==> config.mk <==
export PLATFORM = sky130hd
export DESIGN_NAME = con_serial
export DESIGN_NICKNAME = d
export VERILOG_FILES = /design/src/rtl/con_pkg.sv /design/src/rtl/con_baud_sel.sv /design/src/rtl/con_tx.sv /design/src/rtl/con_rx.sv /design/src/rtl/con_serial.sv
export SDC_FILE = /design/constraint.sdc
export NUM_CORES = 1
export LEC_CHECK = 0
export BUFFER_PORTS_ARGS = -buffer_cell sky130_fd_sc_hd__buf_2
export CAP_MARGIN = 40
export CORE_ASPECT_RATIO = 0.5
export CORE_UTILIZATION = 40
export DETAILED_ROUTE_END_ITERATION = 8
export PLACE_DENSITY_LB_ADDON = 0.25
export RECOVER_POWER = 100
export SLEW_MARGIN = 20
export SYNTH_ARGS = -nofsm -noshare
export SYNTH_HDL_FRONTEND = slang
export SYNTH_SLANG_ARGS = --single-unit
==> constraint.sdc <==
create_clock -name clk_i -period 2.21 [get_ports clk_i]
set_input_delay 0 -clock clk_i [delete_from_list [all_inputs] [get_ports clk_i]]
set_output_delay 0 -clock clk_i [all_outputs]
set_load 0.02 [all_outputs]
==> src/rtl/con_pkg.sv <==
package con_pkg;
  typedef enum logic [2:0] {
    RX_IDLE, RX_START, RX_DATA, RX_PAR, RX_STOP, RX_HOLD
  } rx_state_e;

  localparam logic [1:0] SEL_RCSR = 2'd0;
  localparam logic [1:0] SEL_RBUF = 2'd1;
  localparam logic [1:0] SEL_XCSR = 2'd2;
  localparam logic [1:0] SEL_XBUF = 2'd3;

  localparam logic [7:0] VEC_RX = 8'o060;
  localparam logic [7:0] VEC_TX = 8'o064;

  typedef struct packed {
    logic ovr;
    logic fe;
    logic pe;
  } rx_err_t;
endpackage

==> src/rtl/con_baud_sel.sv <==
module con_baud_sel #(
  parameter int BASE_DIV = 8,
  parameter int PW = $clog2(BASE_DIV * 16 + 1)
) (
  input  logic [3:0]    rx_code_i,
  input  logic [3:0]    tx_code_i,
  input  logic          split_i,
  output logic [PW-1:0] rx_per_o,
  output logic [PW-1:0] tx_per_o
);
  function automatic logic [PW-1:0] code_per(input logic [3:0] c);
    code_per = PW'(BASE_DIV * (16 - int'(c)));
  endfunction

  assign rx_per_o = code_per(rx_code_i);
  assign tx_per_o = split_i ? code_per(tx_code_i) : code_per(rx_code_i);
endmodule

==> src/rtl/con_tx.sv <==
module con_tx #(
  parameter int PW = 8
) (
  input  logic          clk_i,
  input  logic          rst_ni,
  input  logic          start_i,
  input  logic [7:0]    data_i,
  input  logic          par_en_i,
  input  logic [PW-1:0] per_i,
  output logic          line_o,
  output logic          done_o
);
  logic [10:0]   sh;
  logic [3:0]    left;
  logic [PW-1:0] cnt;
  logic          busy;

  always_ff @(posedge clk_i or negedge rst_ni) begin
    if (!rst_ni) begin
      sh     <= '1;
      left   <= '0;
      cnt    <= '0;
      busy   <= 1'b0;
      done_o <= 1'b0;
    end else begin
      done_o <= 1'b0;
      if (!busy) begin
        if (start_i) begin
          busy <= 1'b1;
          cnt  <= per_i - 1'b1;
          if (par_en_i) begin
            sh   <= {1'b1, ^data_i, data_i, 1'b0};
            left <= 4'd10;
          end else begin
            sh   <= {2'b11, data_i, 1'b0};
            left <= 4'd9;
          end
        end
      end else if (cnt == '0) begin
        cnt <= per_i - 1'b1;
        if (left == '0) begin
          busy   <= 1'b0;
          done_o <= 1'b1;
        end else begin
          sh   <= {1'b1, sh[10:1]};
          left <= left - 1'b1;
        end
      end else begin
        cnt <= cnt - 1'b1;
      end
    end
  end

  assign line_o = busy ? sh[0] : 1'b1;
endmodule

==> src/rtl/con_rx.sv <==
module con_rx
  import con_pkg::*;
#(
  parameter int PW = 8
) (
  input  logic          clk_i,
  input  logic          rst_ni,
  input  logic          line_i,
  input  logic [PW-1:0] per_i,
  input  logic          par_en_i,
  input  logic          par_chk_i,
  output logic          valid_o,
  output logic [7:0]    data_o,
  output logic          fe_o,
  output logic          pe_o,
  output logic          brk_o
);
  rx_state_e     state;
  logic          s1, s2, perr;
  logic [PW-1:0] cnt;
  logic [2:0]    idx;
  logic [7:0]    sh;

  always_ff @(posedge clk_i or negedge rst_ni) begin
    if (!rst_ni) begin
      s1 <= 1'b1; s2 <= 1'b1;
      state <= RX_IDLE;
      cnt <= '0; idx <= '0; sh <= '0; perr <= 1'b0;
      valid_o <= 1'b0; data_o <= '0; fe_o <= 1'b0; pe_o <= 1'b0; brk_o <= 1'b0;
    end else begin
      s1 <= line_i;
      s2 <= s1;
      valid_o <= 1'b0;
      unique case (state)
        RX_IDLE: if (!s2) begin
          state <= RX_START;
          cnt   <= (per_i >> 1) - 1'b1;
        end
        RX_START: if (cnt == '0) begin
          state <= s2 ? RX_IDLE : RX_DATA;
          cnt   <= per_i - 1'b1;
          idx   <= '0;
          perr  <= 1'b0;
        end else cnt <= cnt - 1'b1;
        RX_DATA: if (cnt == '0) begin
          sh  <= {s2, sh[7:1]};
          cnt <= per_i - 1'b1;
          idx <= idx + 1'b1;
          if (idx == 3'd7) state <= par_en_i ? RX_PAR : RX_STOP;
        end else cnt <= cnt - 1'b1;
        RX_PAR: if (cnt == '0) begin
          perr  <= par_chk_i & (s2 ^ (^sh));
          cnt   <= per_i - 1'b1;
          state <= RX_STOP;
        end else cnt <= cnt - 1'b1;
        RX_STOP: if (cnt == '0) begin
          valid_o <= 1'b1;
          data_o  <= sh;
          fe_o    <= ~s2;
          pe_o    <= perr;
          brk_o   <= ~s2 & (sh == '0);
          state   <= s2 ? RX_IDLE : RX_HOLD;
        end else cnt <= cnt - 1'b1;
        RX_HOLD: if (s2) begin
          brk_o <= 1'b0;
          state <= RX_IDLE;
        end
        default: state <= RX_IDLE;
      endcase
    end
  end
endmodule

==> src/rtl/con_serial.sv <==
module con_serial
  import con_pkg::*;
#(
  parameter logic [15:0] BASE_ADDR = 16'o177560,
  parameter int          BASE_DIV  = 8
) (
  input  logic        clk_i,
  input  logic        rst_ni,
  input  logic [15:0] addr_i,
  input  logic [15:0] wdata_i,
  input  logic [1:0]  be_i,
  input  logic        wr_i,
  input  logic        rd_i,
  output logic [15:0] rdata_o,
  input  logic        rx_i,
  output logic        tx_o,
  input  logic [3:0]  rx_baud_i,
  input  logic [3:0]  tx_baud_i,
  input  logic        split_i,
  input  logic        par_gen_i,
  input  logic        par_chk_i,
  input  logic        err_flag_en_i,
  input  logic        brk_en_i,
  input  logic        halt_on_brk_i,
  output logic        irq_o,
  output logic [7:0]  vec_o,
  output logic        halt_o
);
  localparam int PW = $clog2(BASE_DIV * 16 + 1);

  logic [PW-1:0] rx_per, tx_per;
  logic          hit, rbuf_rd, lo_wr, tx_start, tx_done, tx_line;
  logic [1:0]    sel;
  logic          rx_valid, rx_fe, rx_pe, rx_brk;
  logic [7:0]    rx_byte;

  logic          rx_done, rx_ie, tx_ie, tx_brk, tx_rdy;
  logic [7:0]    rx_data;
  rx_err_t       rx_err;
  logic [3:0]    err_hi;
  logic          rx_irq, tx_irq;
  logic          unused_bits;

  assign unused_bits = ^{wdata_i[15:8], wdata_i[5:1], wdata_i[7], be_i[1]};

  con_baud_sel #(.BASE_DIV(BASE_DIV), .PW(PW)) u_baud (
    .rx_code_i(rx_baud_i), .tx_code_i(tx_baud_i), .split_i(split_i),
    .rx_per_o(rx_per), .tx_per_o(tx_per)
  );

  con_tx #(.PW(PW)) u_tx (
    .clk_i, .rst_ni, .start_i(tx_start), .data_i(wdata_i[7:0]),
    .par_en_i(par_gen_i), .per_i(tx_per), .line_o(tx_line), .done_o(tx_done)
  );

  con_rx #(.PW(PW)) u_rx (
    .clk_i, .rst_ni, .line_i(rx_i), .per_i(rx_per), .par_en_i(par_gen_i),
    .par_chk_i(par_chk_i), .valid_o(rx_valid), .data_o(rx_byte),
    .fe_o(rx_fe), .pe_o(rx_pe), .brk_o(rx_brk)
  );

  assign hit      = (addr_i[15:13] == 3'b111) && (addr_i[12:3] == BASE_ADDR[12:3]) && !addr_i[0];
  assign sel      = addr_i[2:1];
  assign rbuf_rd  = hit && rd_i && (sel == SEL_RBUF);
  assign lo_wr    = hit && wr_i && be_i[0];
  assign tx_start = lo_wr && (sel == SEL_XBUF) && tx_rdy;

  always_ff @(posedge clk_i or negedge rst_ni) begin
    if (!rst_ni) begin
      rx_done <= 1'b0; rx_ie <= 1'b0; rx_data <= '0; rx_err <= '0;
      tx_ie <= 1'b0; tx_brk <= 1'b0; tx_rdy <= 1'b1;
    end else begin
      if (rx_valid) begin
        rx_done    <= 1'b1;
        rx_data    <= rx_byte;
        rx_err.ovr <= rx_done & ~rbuf_rd;
        rx_err.fe  <= rx_fe;
        rx_err.pe  <= rx_pe;
      end else if (rbuf_rd) begin
        rx_done <= 1'b0;
      end
      if (lo_wr && sel == SEL_RCSR) rx_ie <= wdata_i[6];
      if (lo_wr && sel == SEL_XCSR) begin
        tx_ie  <= wdata_i[6];
        tx_brk <= wdata_i[0];
      end
      if (tx_start)     tx_rdy <= 1'b0;
      else if (tx_done) tx_rdy <= 1'b1;
    end
  end

  assign err_hi = err_flag_en_i ? {|rx_err, rx_err.ovr, rx_err.fe, rx_err.pe} : 4'b0;

  always_comb begin
    rdata_o = '0;
    if (hit && rd_i) begin
      unique case (sel)
        SEL_RCSR: rdata_o = {8'b0, rx_done, rx_ie, 6'b0};
        SEL_RBUF: rdata_o = {err_hi, 4'b0, rx_data};
        SEL_XCSR: rdata_o = {8'b0, tx_rdy, tx_ie, 5'b0, tx_brk};
        default:  rdata_o = '0;
      endcase
    end
  end

  assign rx_irq = rx_done & rx_ie;
  assign tx_irq = tx_rdy & tx_ie;
  assign irq_o  = rx_irq | tx_irq;
  assign vec_o  = rx_irq ? VEC_RX : (tx_irq ? VEC_TX : 8'h00);
  assign tx_o   = (tx_brk & brk_en_i) ? 1'b0 : tx_line;
  assign halt_o = halt_on_brk_i & rx_brk;
endmodule

==> summary.json, run 1 <==
{
  "clocking": {
    "clk_pin_slew_worst_paths_ns": 0.06,
    "cts.sink_count": 77,
    "clock_path_buffers": 2,
    "cts_buffers": 9,
    "cts_setup_buffers": 0,
    "cts_h_tree_depth": 3,
    "clock_tree_root_driver_cell": "sky130_fd_sc_hd__clkbuf_16",
    "cts_tree": "built",
    "clock_insertion_delay_worst_skew_ns": 0.33
  },
  "yosys": {
    "yosysTopAreaCellShare_pct": 33.9,
    "postSynthRegisterBits": 77,
    "ys.warnings.count": 0,
    "synth-seq-area-share_pct": 41.2,
    "yosys.area.top_type": "sky130_fd_sc_hd__dfrtp_1",
    "fraction_of_registers_with_async_set_reset_pct": 100,
    "synth.cell_area_um2": 4720,
    "synth_area_per_cell_um2": 8.92,
    "count_leader_synth": "sky130_fd_sc_hd__dfrtp_1",
    "synth.top_cells.by_count": "64 x sky130_fd_sc_hd__dfrtp_1, 56 x sky130_fd_sc_hd__nand2_1, 48 x sky130_fd_sc_hd__o21ai_0, 41 x sky130_fd_sc_hd__nor2_1, 34 x sky130_fd_sc_hd__a21oi_1",
    "distinct_cells_synth": 63,
    "post_synth_main_area_contributors": "sky130_fd_sc_hd__dfrtp_1 34%, sky130_fd_sc_hd__dfstp_2 7.2%, sky130_fd_sc_hd__o21ai_0 5.1%",
    "synth_ff_type": "sky130_fd_sc_hd__dfrtp_1",
    "syn_inst": 529,
    "synth_enable_flop_cells": 0
  },
  "sta": {
    "whs_ns": 0.00603,
    "timing.max_slew.rel_slack_pct": -13.5,
    "hold_viol_final": 0,
    "grt_setup_unrepaired": "no",
    "final-setup-viol-count": 0,
    "setup_tns_final_ns": 0,
    "timing.final.crit_period_ns": 2.02,
    "final-max-slew-violation-count": 78,
    "finClkSkew_ns": 0.00936,
    "layout_worst_path_cycle_share_pct": 91.6,
    "worst_slew_pin_slew_ns": 1.70,
    "max_freq_ghz": 0.494
  },
  "min_path": {
    "hold_depth": 3,
    "worst_hold_path_type": "in -> reg",
    "hold_path.startpoint": "wdata_i[3]"
  },
  "outcome": {
    "violations": "capacitance limit, slew limit",
    "outcome": "finished, violations left"
  },
  "final_layout": {
    "num-nets-final": 670,
    "filler_cell_count": 1094,
    "layout-area-overhead-vs-synth_pct": 18.8,
    "antennaDiodeCount": 0,
    "drive_gt1_share_pct": 18.9
  },
  "global_routing": {
    "grt_pass1_vias": 3778,
    "grt_usage_pct": 18.1,
    "first_pass_grt_wire_length_mm": 17.7,
    "antenna_found_initial": 0,
    "grt_overflow": 0,
    "grt_start_max_net_pins": 78
  },
  "setup_path": {
    "worst_setup_path_startpoint": "u_tx.cnt[2]",
    "critPathMostFrequentCell": "sky130_fd_sc_hd__o21ai_0",
    "path_max_fanout": 8,
    "critPathArrivalTime_ns": 2.23,
    "data_required_critical_path_ns": 2.41,
    "family_with_the_most_delay_on_the_worst_path": "simple AND/OR/NAND/NOR gates",
    "ff2ff_setup_slack_ns": 0.19,
    "setup.worst_path.end_class": "register",
    "chain_of_cells_forming_the_critical_path": "or4_4 -> nor3_1 -> nand2b_1 -> a21oi_1 -> o21ai_0 -> o21ai_0",
    "r2r-start": "u_tx.cnt[2]",
    "cp_slowest_stage_delay_ns": 0.58,
    "critPathLaunchType": "register",
    "worst-path-stages": 6,
    "worstPathBufferInverterCount": 0,
    "ff2ff_path_depth": 6,
    "timing_worst_setup_path_type": "reg -> reg",
    "cp_slowest_cell": "sky130_fd_sc_hd__or4_4"
  },
  "place": {
    "placer_congestion": 0.805,
    "place.detailed.hpwl_mm": 7.12,
    "buffers_added_on_ports": 61
  },
  "power": {
    "irDropWorstVdd_v": 0.000337,
    "power_per_cell_area_nw_per_um2": 563,
    "p_leak_nw": 2.47
  },
  "floorplan": {
    "number_of_i_o_pins": 80,
    "die-height_um": 78.8,
    "design.core.area_um2": 11200,
    "die_width_um": 156,
    "start_util_pct": 42.0,
    "row_count": 27,
    "die_area_um2": 12300
  },
  "drt": {
    "drt_first_pass_iters": 4,
    "drt_first_iter_violations": 241,
    "route.detailed.drc": 0,
    "totalWireLength_mm": 10.0,
    "detail-route-antenna-nets": 0,
    "detail_route.vias_per_cell": 5.11,
    "wl_per_cell_um": 13.0,
    "num_vias": 3922
  },
  "job": {
    "timing.max_cap.violations": 1
  }
}
## cells in the final DEF, fill, tap and decap left out, types with 18 or more instances in the layout
master,count
sky130_fd_sc_hd__a21oi_1,34
sky130_fd_sc_hd__nor2_1,40
sky130_fd_sc_hd__clkbuf_1,18
sky130_fd_sc_hd__nand2_1,55
sky130_fd_sc_hd__inv_1,24
sky130_fd_sc_hd__buf_2,46
sky130_fd_sc_hd__dfrtp_1,64
sky130_fd_sc_hd__xnor2_1,20
sky130_fd_sc_hd__o21ai_0,47
sky130_fd_sc_hd__mux2i_1,19
## cell type report
cell class	instances	area, µm²	area share [%]
tap	159	199	3.55
inverter	24	90.1	1.61
multi-input combinational	398	2510	44.9
sequential	77	1940	34.7
clock inverter	4	47.5	0.848
timing repair buffer	93	566	10.1
clock buffer	12	246	4.40
## kinds of logic after synthesis
kind of cell | synth area share (%)
other | 0.0795
adder cells (fa/ha/maj) | 3.71
flip-flops | 41.2
AND/OR/NAND/NOR | 21.2
multiplexers | 7.13
buffers and inverters | 6.04
AO/OA/AOI/OAI | 16.4
XOR/XNOR | 4.27
## worst paths after layout
check	to
worst max-delay path	u_tx.cnt[5]
worst min-delay path	u_tx.sh[4]
worst max register to register	u_tx.cnt[5]
worst min register to register	u_rx.s2
max in group asynchronous	u_tx.cnt[3]
min in group asynchronous	u_rx.idx[0]
## flip-flops by register name, summed over array words and instances, names as in the netlist, 4 cells and up
signal	cells
rx_data	8
u_rx.cnt	8
u_rx.data_o	8
u_rx.sh	8
u_tx.cnt	8
u_tx.left	4
u_tx.sh	10
## worst reg2reg max path: stages, from the launching register on
cell and delay [ns]:
sky130_fd_sc_hd__dfrtp_1 0.45, sky130_fd_sc_hd__or4_4 0.58, sky130_fd_sc_hd__nor3_1 0.21, sky130_fd_sc_hd__nand2b_1 0.31, sky130_fd_sc_hd__a21oi_1 0.07, sky130_fd_sc_hd__o21ai_0 0.17
sky130_fd_sc_hd__o21ai_0 0.10
## metrics by stage
step	power, W	util, %	setup slack, ns	cell area [µm²]	cells
2_1_floorplan	0.00161	-	0.0693	4750	537
3_3_place_gp	0.00170	46.9	0.157	5280	742
3_5_place_dp	0.00171	46.9	0.123	5280	742
4_1_cts	0.00321	50.3	0.0970	5660	767
5_1_grt	0.00329	49.8	0.00428	5610	767
6_report	0.00315	49.8	0.185	5610	767
## metal layers
layer  GRT usage (%)  share of wire (%)  routed length, µm  vias to the layer above
met2            28.8                 47               4680                       51
met4            5.88                1.1                114                        0
li1                -                  -                  -                     2001
met5               0                  0                  0                        -
met3            3.93                2.9                288                        8
met1            24.5                 49               4920                     1862
## where the power goes
part / internal (W) / switching, W
clock: 0.000902 / 0.000564
combinational: 0.000113 / 0.000149
sequential: 0.00142 / 0.00000647
total: 0.00243 / 0.000720
## repair_timing
action / CTS / global route
setup endpoints to repair: 0 / 8
gates resized for setup: 0 / 3
hold endpoints to repair: 73 / 0
hold buffers: 9 / 0
No activity file was read; power rests on OpenSTA's default activity.
==> inputs of run 2 (changes only) <==
CORE_ASPECT_RATIO = 0.8   (was 0.5)
CTS_BUF_LIST = sky130_fd_sc_hd__clkbuf_4 sky130_fd_sc_hd__clkbuf_8   (was not set)
==> summary.json, run 2 (synthesis gave the netlist of run 1 again) <==
{
  "floorplan": {
    "die-height": {"value": 99.2, "unit": "µm", "change": "was 78.8 µm"},
    "die_area": {"value": 12200, "unit": "µm²", "change": "was 12300 µm²"},
    "start_util": {"value": 41.0, "unit": "%", "change": "was 42.0%"},
    "number_of_i_o_pins": {"value": 80, "change": "unchanged"},
    "design.core.area": {"value": 11500, "unit": "µm²", "change": "was 11200 µm²"},
    "die_width": {"value": 123, "unit": "µm", "change": "was 156 µm"},
    "row_count": {"value": 35, "change": "was 27"}
  },
  "sta": {
    "timing.final.crit_period": {"value": 2.08, "unit": "ns", "change": "was 2.02 ns"},
    "setup_tns_final": {"value": 0, "unit": "ns", "change": "unchanged"},
    "final-max-slew-violation-count": {"value": 0, "change": "was 78"},
    "grt_setup_unrepaired": {"value": "no", "change": "unchanged"},
    "timing.final.ws_setup": {"value": 0.126, "unit": "ns", "change": "was 0.185 ns"},
    "worst_slew_pin_slew": {"value": 1.49, "unit": "ns", "change": "was 1.70 ns"},
    "layout_worst_path_cycle_share": {"value": 94.3, "unit": "%", "change": "was 91.6%"},
    "final-setup-viol-count": {"value": 0, "change": "unchanged"},
    "hold_viol_final": {"value": 0, "change": "unchanged"},
    "finClkSkew": {"value": 0.00914, "unit": "ns", "change": "was 0.00936 ns"},
    "timing.max_slew.rel_slack": {"value": 0.420, "unit": "%", "change": "was -13.5%"},
    "max_freq": {"value": 0.480, "unit": "GHz", "change": "was 0.494 GHz"}
  },
  "power": {
    "p_leak": {"value": 2.42, "unit": "nW", "change": "was 2.47 nW"},
    "power_per_cell_area": {"value": 482, "unit": "nW/µm²", "change": "was 563 nW/µm²"},
    "irDropWorstVdd": {"value": 0.000278, "unit": "V", "change": "was 0.000337 V"},
    "fin_total_pwr": {"value": 0.00265, "unit": "W", "change": "was 0.00315 W"}
  },
  "final_layout": {
    "drive_gt1_share": {"value": 18.3, "unit": "%", "change": "was 18.9%"},
    "layout_common_cells": {"value": "64 x sky130_fd_sc_hd__dfrtp_1, 56 x sky130_fd_sc_hd__nand2_1, 48 x sky130_fd_sc_hd__o21ai_0", "change": "was 64 x sky130_fd_sc_hd__dfrtp_1, 55 x sky130_fd_sc_hd__nand2_1, 47 x sky130_fd_sc_hd__o21ai_0"},
    "num-nets-final": {"value": 673, "change": "was 670"},
    "filler_cell_count": {"value": 1114, "change": "was 1094"},
    "final_common_cell": {"value": "sky130_fd_sc_hd__dfrtp_1", "change": "unchanged"},
    "regMostFlops": {"value": "u_tx.sh", "change": "unchanged"},
    "postLayoutCellArea": {"value": 5490, "unit": "µm²", "change": "was 5610 µm²"},
    "largest_register_ff_count": {"value": 10, "change": "unchanged"},
    "layoutNonFillerInstCount": {"value": 759, "change": "was 767"},
    "antennaDiodeCount": {"value": 0, "change": "unchanged"},
    "layout-area-overhead-vs-synth": {"value": 16.4, "unit": "%", "change": "was 18.8%"}
  },
  "drt": {
    "route.detailed.drc": {"value": 0, "change": "unchanged"},
    "drt_first_iter_violations": {"value": 235, "change": "was 241"},
    "wl_per_cell": {"value": 13.1, "unit": "µm", "change": "was 13.0 µm"},
    "drt_first_pass_iters": {"value": 4, "change": "unchanged"},
    "totalWireLength": {"value": 9.95, "unit": "mm", "change": "was 10.0 mm"},
    "num_vias": {"value": 3941, "change": "was 3922"},
    "detail_route.vias_per_cell": {"value": 5.19, "change": "was 5.11"},
    "detail-route-antenna-nets": {"value": 0, "change": "unchanged"}
  },
  "place": {
    "buffers_added_on_ports": {"value": 61, "change": "unchanged"},
    "placement.setup.worst_slack": {"value": 0.0949, "unit": "ns", "change": "was 0.123 ns"},
    "place.detailed.hpwl": {"value": 7.30, "unit": "mm", "change": "was 7.12 mm"},
    "dp.cells": {"value": 731, "change": "was 742"},
    "placer_congestion": {"value": 0.813, "change": "was 0.805"},
    "placement.cell_area": {"value": 5250, "unit": "µm²", "change": "was 5280 µm²"}
  },
  "setup_path": {
    "ff2ff_setup_slack": {"value": 0.13, "unit": "ns", "change": "was 0.19 ns"},
    "r2r-start": {"value": "u_tx.cnt[3]", "change": "was u_tx.cnt[2]"},
    "data_required_critical_path": {"value": 2.44, "unit": "ns", "change": "was 2.41 ns"},
    "timing_worst_setup_path_type": {"value": "reg -> reg", "change": "unchanged"},
    "critPathLaunchType": {"value": "register", "change": "unchanged"},
    "worst_setup_path_startpoint": {"value": "u_tx.cnt[3]", "change": "was u_tx.cnt[2]"},
    "critPathArrivalTime": {"value": 2.32, "unit": "ns", "change": "was 2.23 ns"},
    "setup.worst_path.end_class": {"value": "register", "change": "unchanged"},
    "path_max_fanout": {"value": 8, "change": "unchanged"}
  },
  "clocking": {
    "clk_pin_slew_worst_paths": {"value": 0.08, "unit": "ns", "change": "was 0.06 ns"},
    "cts_h_tree_depth": {"value": 3, "change": "unchanged"},
    "clock_path_buffers": {"value": 2, "change": "unchanged"},
    "cts.sink_count": {"value": 77, "change": "unchanged"},
    "cts_buffers": {"value": 9, "change": "unchanged"},
    "cts_setup_buffers": {"value": 0, "change": "unchanged"},
    "clock_tree_root_driver_cell": {"value": "sky130_fd_sc_hd__clkbuf_8", "change": "was sky130_fd_sc_hd__clkbuf_16"},
    "cts_tree": {"value": "built", "change": "unchanged"},
    "clock_insertion_delay_worst_skew": {"value": 0.36, "unit": "ns", "change": "was 0.33 ns"}
  },
  "min_path": {
    "worst_hold_path_type": {"value": "in -> reg", "change": "unchanged"},
    "hold_path.startpoint": {"value": "addr_i[2]", "change": "was wdata_i[3]"}
  },
  "global_routing": {
    "antenna_found_initial": {"value": 0, "change": "unchanged"},
    "grt_overflow": {"value": 0, "change": "unchanged"},
    "first_pass_grt_wire_length": {"value": 16.6, "unit": "mm", "change": "was 17.7 mm"},
    "grt_usage": {"value": 17.1, "unit": "%", "change": "was 18.1%"},
    "grt_pass1_vias": {"value": 3614, "change": "was 3778"},
    "grt_start_max_net_pins": {"value": 49, "change": "was 78"}
  },
  "job": {
    "timing.max_cap.violations": {"value": 0, "change": "was 1"}
  },
  "outcome": {
    "outcome": {"value": "finished clean", "change": "was finished, violations left"}
  }
}
-- run 2: cell count changes in the layout (fill, tap and decap cells not counted), moves of 2 or more --
cell,change
sky130_fd_sc_hd__dlygate4sd3_1,+3
sky130_fd_sc_hd__clkbuf_2,+2
sky130_fd_sc_hd__clkbuf_16,-9
sky130_fd_sc_hd__clkbuf_1,+3
sky130_fd_sc_hd__and2_1,+2
sky130_fd_sc_hd__buf_4,-3
sky130_fd_sc_hd__buf_2,-2
sky130_fd_sc_hd__clkbuf_8,+8
sky130_fd_sc_hd__and2_0,-2
-- run 2: path summary, 6_finish.rpt --
kind                            depth (start not counted)          end
worst max-delay path                                    6  u_tx.cnt[3]
worst min-delay path                                    3       tx_brk
worst max register to register                          6  u_tx.cnt[3]
worst min register to register                          0      u_rx.s2
max in group asynchronous                               3      u_rx.s1
min in group asynchronous                               2      rx_done
-- run 2: critical path: stages, from the launching register on --
cell and delay [ns]:
sky130_fd_sc_hd__dfrtp_1 0.44, sky130_fd_sc_hd__or4_4 0.60, sky130_fd_sc_hd__nor3_1 0.24, sky130_fd_sc_hd__nand2b_1 0.34, sky130_fd_sc_hd__nor2_1 0.08, sky130_fd_sc_hd__o21ai_0 0.15, sky130_fd_sc_hd__o21ai_0 0.10
-- run 2: area by class of cell --
class | instances | area, µm² | area share, %
Multi-Input combinational cell | 398 | 2520 | 45.9
Inverter | 24 | 90.1 | 1.64
Clock inverter | 6 | 38.8 | 0.706
Tap cell | 148 | 185 | 3.37
Clock buffer | 10 | 131 | 2.39
Sequential cell | 77 | 1940 | 35.4
Timing Repair Buffer | 96 | 584 | 10.6
-- run 2: per-layer routing --
metal	wire length, µm	GRT usage (%)	up-vias
li1	-	-	1999
met1	4980	23.4	1852
met2	4460	27.2	81
met3	418	4.01	9
met4	95	4.63	0
met5	0	0	-
-- run 2: stage by stage --
step | hold slack [ns] | utilization, %
finish | 0.0632 | 47.7
global route | 0.0612 | 47.7
CTS | 0.0430 | 48.1
detailed placement | -0.0591 | 45.6
global placement | 0.109 | 45.4
floorplan | -0.296 | -
-- run 2: what timing repair did --
item	4_1_cts	5_1_grt
hold endpoints to repair	84	0
endpoints found under the setup margin	0	2
gates resized for setup	0	2
hold buffers	12	0
-- run 2: report_power, final --
group          internal [W]  switching (W)  leakage (nW)
combinational      0.000121       0.000149          1.34
sequential          0.00142     0.00000683         0.986
clock              0.000418       0.000534        0.0859
==> inputs of run 3 (changes only) <==
clock period = 2.43 ns   (was 2.21 ns; I/O delays follow)
==> summary.json, run 3 (synthesis gave the netlist of run 1 again) <==
{
  "outcome": {
    "outcome": {"value": "finished, violations left", "change": "was finished clean"},
    "violations": "capacitance limit, slew limit"
  },
  "global_routing": {
    "grt_usage": {"value": 17.5, "unit": "%", "change": "was 17.1%"},
    "grt_pass1_vias": {"value": 3820, "change": "was 3614"},
    "first_pass_grt_wire_length": {"value": 17.1, "unit": "mm", "change": "was 16.6 mm"},
    "grt_overflow": {"value": 0, "change": "unchanged"},
    "grt_start_max_net_pins": {"value": 50, "change": "was 49"},
    "antenna_found_initial": {"value": 0, "change": "unchanged"}
  },
  "clocking": {
    "cts_tree": {"value": "built", "change": "unchanged"},
    "clk_pin_slew_worst_paths": {"value": 0.08, "unit": "ns", "change": "about the same"},
    "cts_buffers": {"value": 9, "change": "unchanged"},
    "clock_path_buffers": {"value": 2, "change": "unchanged"},
    "cts_h_tree_depth": {"value": 3, "change": "unchanged"},
    "cts.sink_count": {"value": 77, "change": "unchanged"},
    "clock_tree_root_driver_cell": {"value": "sky130_fd_sc_hd__clkbuf_8", "change": "unchanged"},
    "clock_insertion_delay_worst_skew": {"value": 0.35, "unit": "ns", "change": "was 0.36 ns"}
  },
  "floorplan": {
    "die-height": {"value": 99.2, "unit": "µm", "change": "unchanged"},
    "die_area": {"value": 12200, "unit": "µm²", "change": "unchanged"},
    "die_width": {"value": 123, "unit": "µm", "change": "unchanged"},
    "start_util": {"value": 41.0, "unit": "%", "change": "unchanged"},
    "number_of_i_o_pins": {"value": 80, "change": "unchanged"},
    "row_count": {"value": 35, "change": "unchanged"},
    "design.core.area": {"value": 11500, "unit": "µm²", "change": "unchanged"}
  },
  "sta": {
    "finClkSkew": {"value": 0.00917, "unit": "ns", "change": "was 0.00914 ns"},
    "worst_slew_pin_slew": {"value": 1.64, "unit": "ns", "change": "was 1.49 ns"},
    "max_freq": {"value": 0.445, "unit": "GHz", "change": "was 0.480 GHz"},
    "hold_viol_final": {"value": 0, "change": "unchanged"},
    "final-setup-viol-count": {"value": 0, "change": "unchanged"},
    "layout_worst_path_cycle_share": {"value": 92.4, "unit": "%", "change": "was 94.3%"},
    "timing.max_slew.rel_slack": {"value": -9.33, "unit": "%", "change": "was 0.420%"},
    "grt_setup_unrepaired": {"value": "no", "change": "unchanged"},
    "setup_tns_final": {"value": 0, "unit": "ns", "change": "unchanged"},
    "final-max-slew-violation-count": {"value": 29, "change": "was 0"},
    "timing.final.crit_period": {"value": 2.25, "unit": "ns", "change": "was 2.08 ns"},
    "whs": {"value": 0.0673, "unit": "ns", "change": "was 0.0632 ns"}
  },
  "place": {
    "placement.cell_area": {"value": 5220, "unit": "µm²", "change": "was 5250 µm²"},
    "placer_congestion": {"value": 0.795, "change": "was 0.813"},
    "place.detailed.hpwl": {"value": 7.20, "unit": "mm", "change": "was 7.30 mm"},
    "buffers_added_on_ports": {"value": 61, "change": "unchanged"}
  },
  "drt": {
    "drt_first_iter_violations": {"value": 176, "change": "was 235"},
    "detail_route.vias_per_cell": {"value": 5.21, "change": "was 5.19"},
    "route.detailed.drc": {"value": 0, "change": "unchanged"},
    "num_vias": {"value": 3932, "change": "was 3941"},
    "drt_first_pass_iters": {"value": 5, "change": "was 4"},
    "wl_per_cell": {"value": 13.2, "unit": "µm", "change": "was 13.1 µm"},
    "totalWireLength": {"value": 9.98, "unit": "mm", "change": "was 9.95 mm"},
    "detail-route-antenna-nets": {"value": 0, "change": "unchanged"}
  },
  "setup_path": {
    "data_required_critical_path": {"value": 2.68, "unit": "ns", "change": "was 2.44 ns"},
    "path_max_fanout": {"value": 9, "change": "was 8"},
    "critPathLaunchType": {"value": "register", "change": "unchanged"},
    "timing_worst_setup_path_type": {"value": "reg -> reg", "change": "unchanged"},
    "critPathArrivalTime": {"value": 2.50, "unit": "ns", "change": "was 2.32 ns"},
    "setup.worst_path.end_class": {"value": "register", "change": "unchanged"}
  },
  "final_layout": {
    "layout-area-overhead-vs-synth": {"value": 16.0, "unit": "%", "change": "was 16.4%"},
    "final_common_cell": {"value": "sky130_fd_sc_hd__dfrtp_1", "change": "unchanged"},
    "antennaDiodeCount": {"value": 0, "change": "unchanged"},
    "num-nets-final": {"value": 668, "change": "was 673"},
    "postLayoutCellArea": {"value": 5470, "unit": "µm²", "change": "was 5490 µm²"},
    "layout_common_cells": {"value": "64 x sky130_fd_sc_hd__dfrtp_1, 56 x sky130_fd_sc_hd__nand2_1, 48 x sky130_fd_sc_hd__o21ai_0", "change": "unchanged"},
    "drive_gt1_share": {"value": 17.8, "unit": "%", "change": "was 18.3%"},
    "largest_register_ff_count": {"value": 10, "change": "unchanged"},
    "regMostFlops": {"value": "u_tx.sh", "change": "unchanged"}
  },
  "min_path": {
    "worst_hold_path_type": {"value": "in -> reg", "change": "unchanged"}
  },
  "power": {
    "power_per_cell_area": {"value": 450, "unit": "nW/µm²", "change": "was 482 nW/µm²"},
    "p_leak": {"value": 2.41, "unit": "nW", "change": "was 2.42 nW"},
    "irDropWorstVdd": {"value": 0.000237, "unit": "V", "change": "was 0.000278 V"}
  },
  "job": {
    "timing.max_cap.violations": {"value": 1, "change": "was 0"}
  }
}
==> run 3: cell count changes in the layout (fill, tap and decap cells not counted), moves of 2 or more <==
cell	previous run	this run
sky130_fd_sc_hd__and2_0	2	6
sky130_fd_sc_hd__buf_4	13	10
sky130_fd_sc_hd__clkbuf_8	9	11
sky130_fd_sc_hd__buf_2	44	47
sky130_fd_sc_hd__and2_1	6	2
sky130_fd_sc_hd__clkbuf_1	21	18
sky130_fd_sc_hd__clkinv_2	3	1
sky130_fd_sc_hd__clkbuf_2	4	2
==> run 3: cell type report <==
| cell class | count | area [µm²] |
|---|---|---|
| fillers | 1096 | 6040 |
| multi-input cells | 398 | 2510 |
| flip-flops and latches | 77 | 1940 |
| repair buffers | 91 | 556 |
| well taps | 148 | 185 |
| clock buffers | 12 | 159 |
| inverters | 24 | 90.1 |
| clock inverters | 4 | 30.0 |
==> run 3: repair_timing <==
action                                 4_1_cts  5_1_grt
gates resized for setup                      0        0
buffers inserted                             0        0
hold buffers                                12        0
endpoints found under the hold margin       88        0
==> run 3: final timing paths <==
| path | from | end | slack, ns | cells past startpoint |
|---|---|---|---|---|
| max in group asynchronous | rst_ni | u_rx.s2 | 0.83 | 3 |
| worst min-delay path | addr_i[2] | tx_brk | 0.07 | 3 |
| worst max register to register | u_tx.cnt[3] | u_tx.sh[7] | 0.18 | 5 |
| worst max-delay path | u_tx.cnt[3] | u_tx.sh[7] | 0.18 | 5 |
| worst min register to register | u_rx.s1 | u_rx.s2 | 0.36 | 0 |
| min in group asynchronous | rst_ni | rx_done | 0.59 | 2 |
==> run 3: routing by layer <==
metal | GRT usage (%) | part of all wire (%) | vias to the layer above
li1 | - | - | 1978
met1 | 24.5 | 50 | 1852
met2 | 27.5 | 45 | 96
met3 | 3.96 | 4.6 | 6
met4 | 4.36 | 0.70 | 0
met5 | 0 | 0 | -
==> run 3: worst max-delay path, cell delays in order, from the launching register on <==
cell and delay, ns:
sky130_fd_sc_hd__dfrtp_1 0.44, sky130_fd_sc_hd__or4_4 0.59, sky130_fd_sc_hd__nor4_4 0.50, sky130_fd_sc_hd__clkbuf_2 0.31, sky130_fd_sc_hd__mux2i_1 0.22, sky130_fd_sc_hd__a21oi_1 0.08
==> run 3: stage by stage <==
stage	setup slack, ns	utilization (%)	cells	total power [W]
final	0.184	47.5	754	0.00246
after global routing	0.0711	47.5	754	0.00258
after CTS	0.246	48.0	754	0.00251
after detailed placement	0.200	45.3	726	0.00155
after global placement	0.244	45.0	725	0.00154
after floorplan	0.0826	-	537	0.00146
==> run 3: power breakdown <==
| part | switching (W) | internal (W) | total [W] |
|---|---|---|---|
| clock network | 0.000478 | 0.000442 | 0.000920 |
| logic | 0.000136 | 0.000108 | 0.000244 |
| registers | 0.00000641 | 0.00129 | 0.00130 |
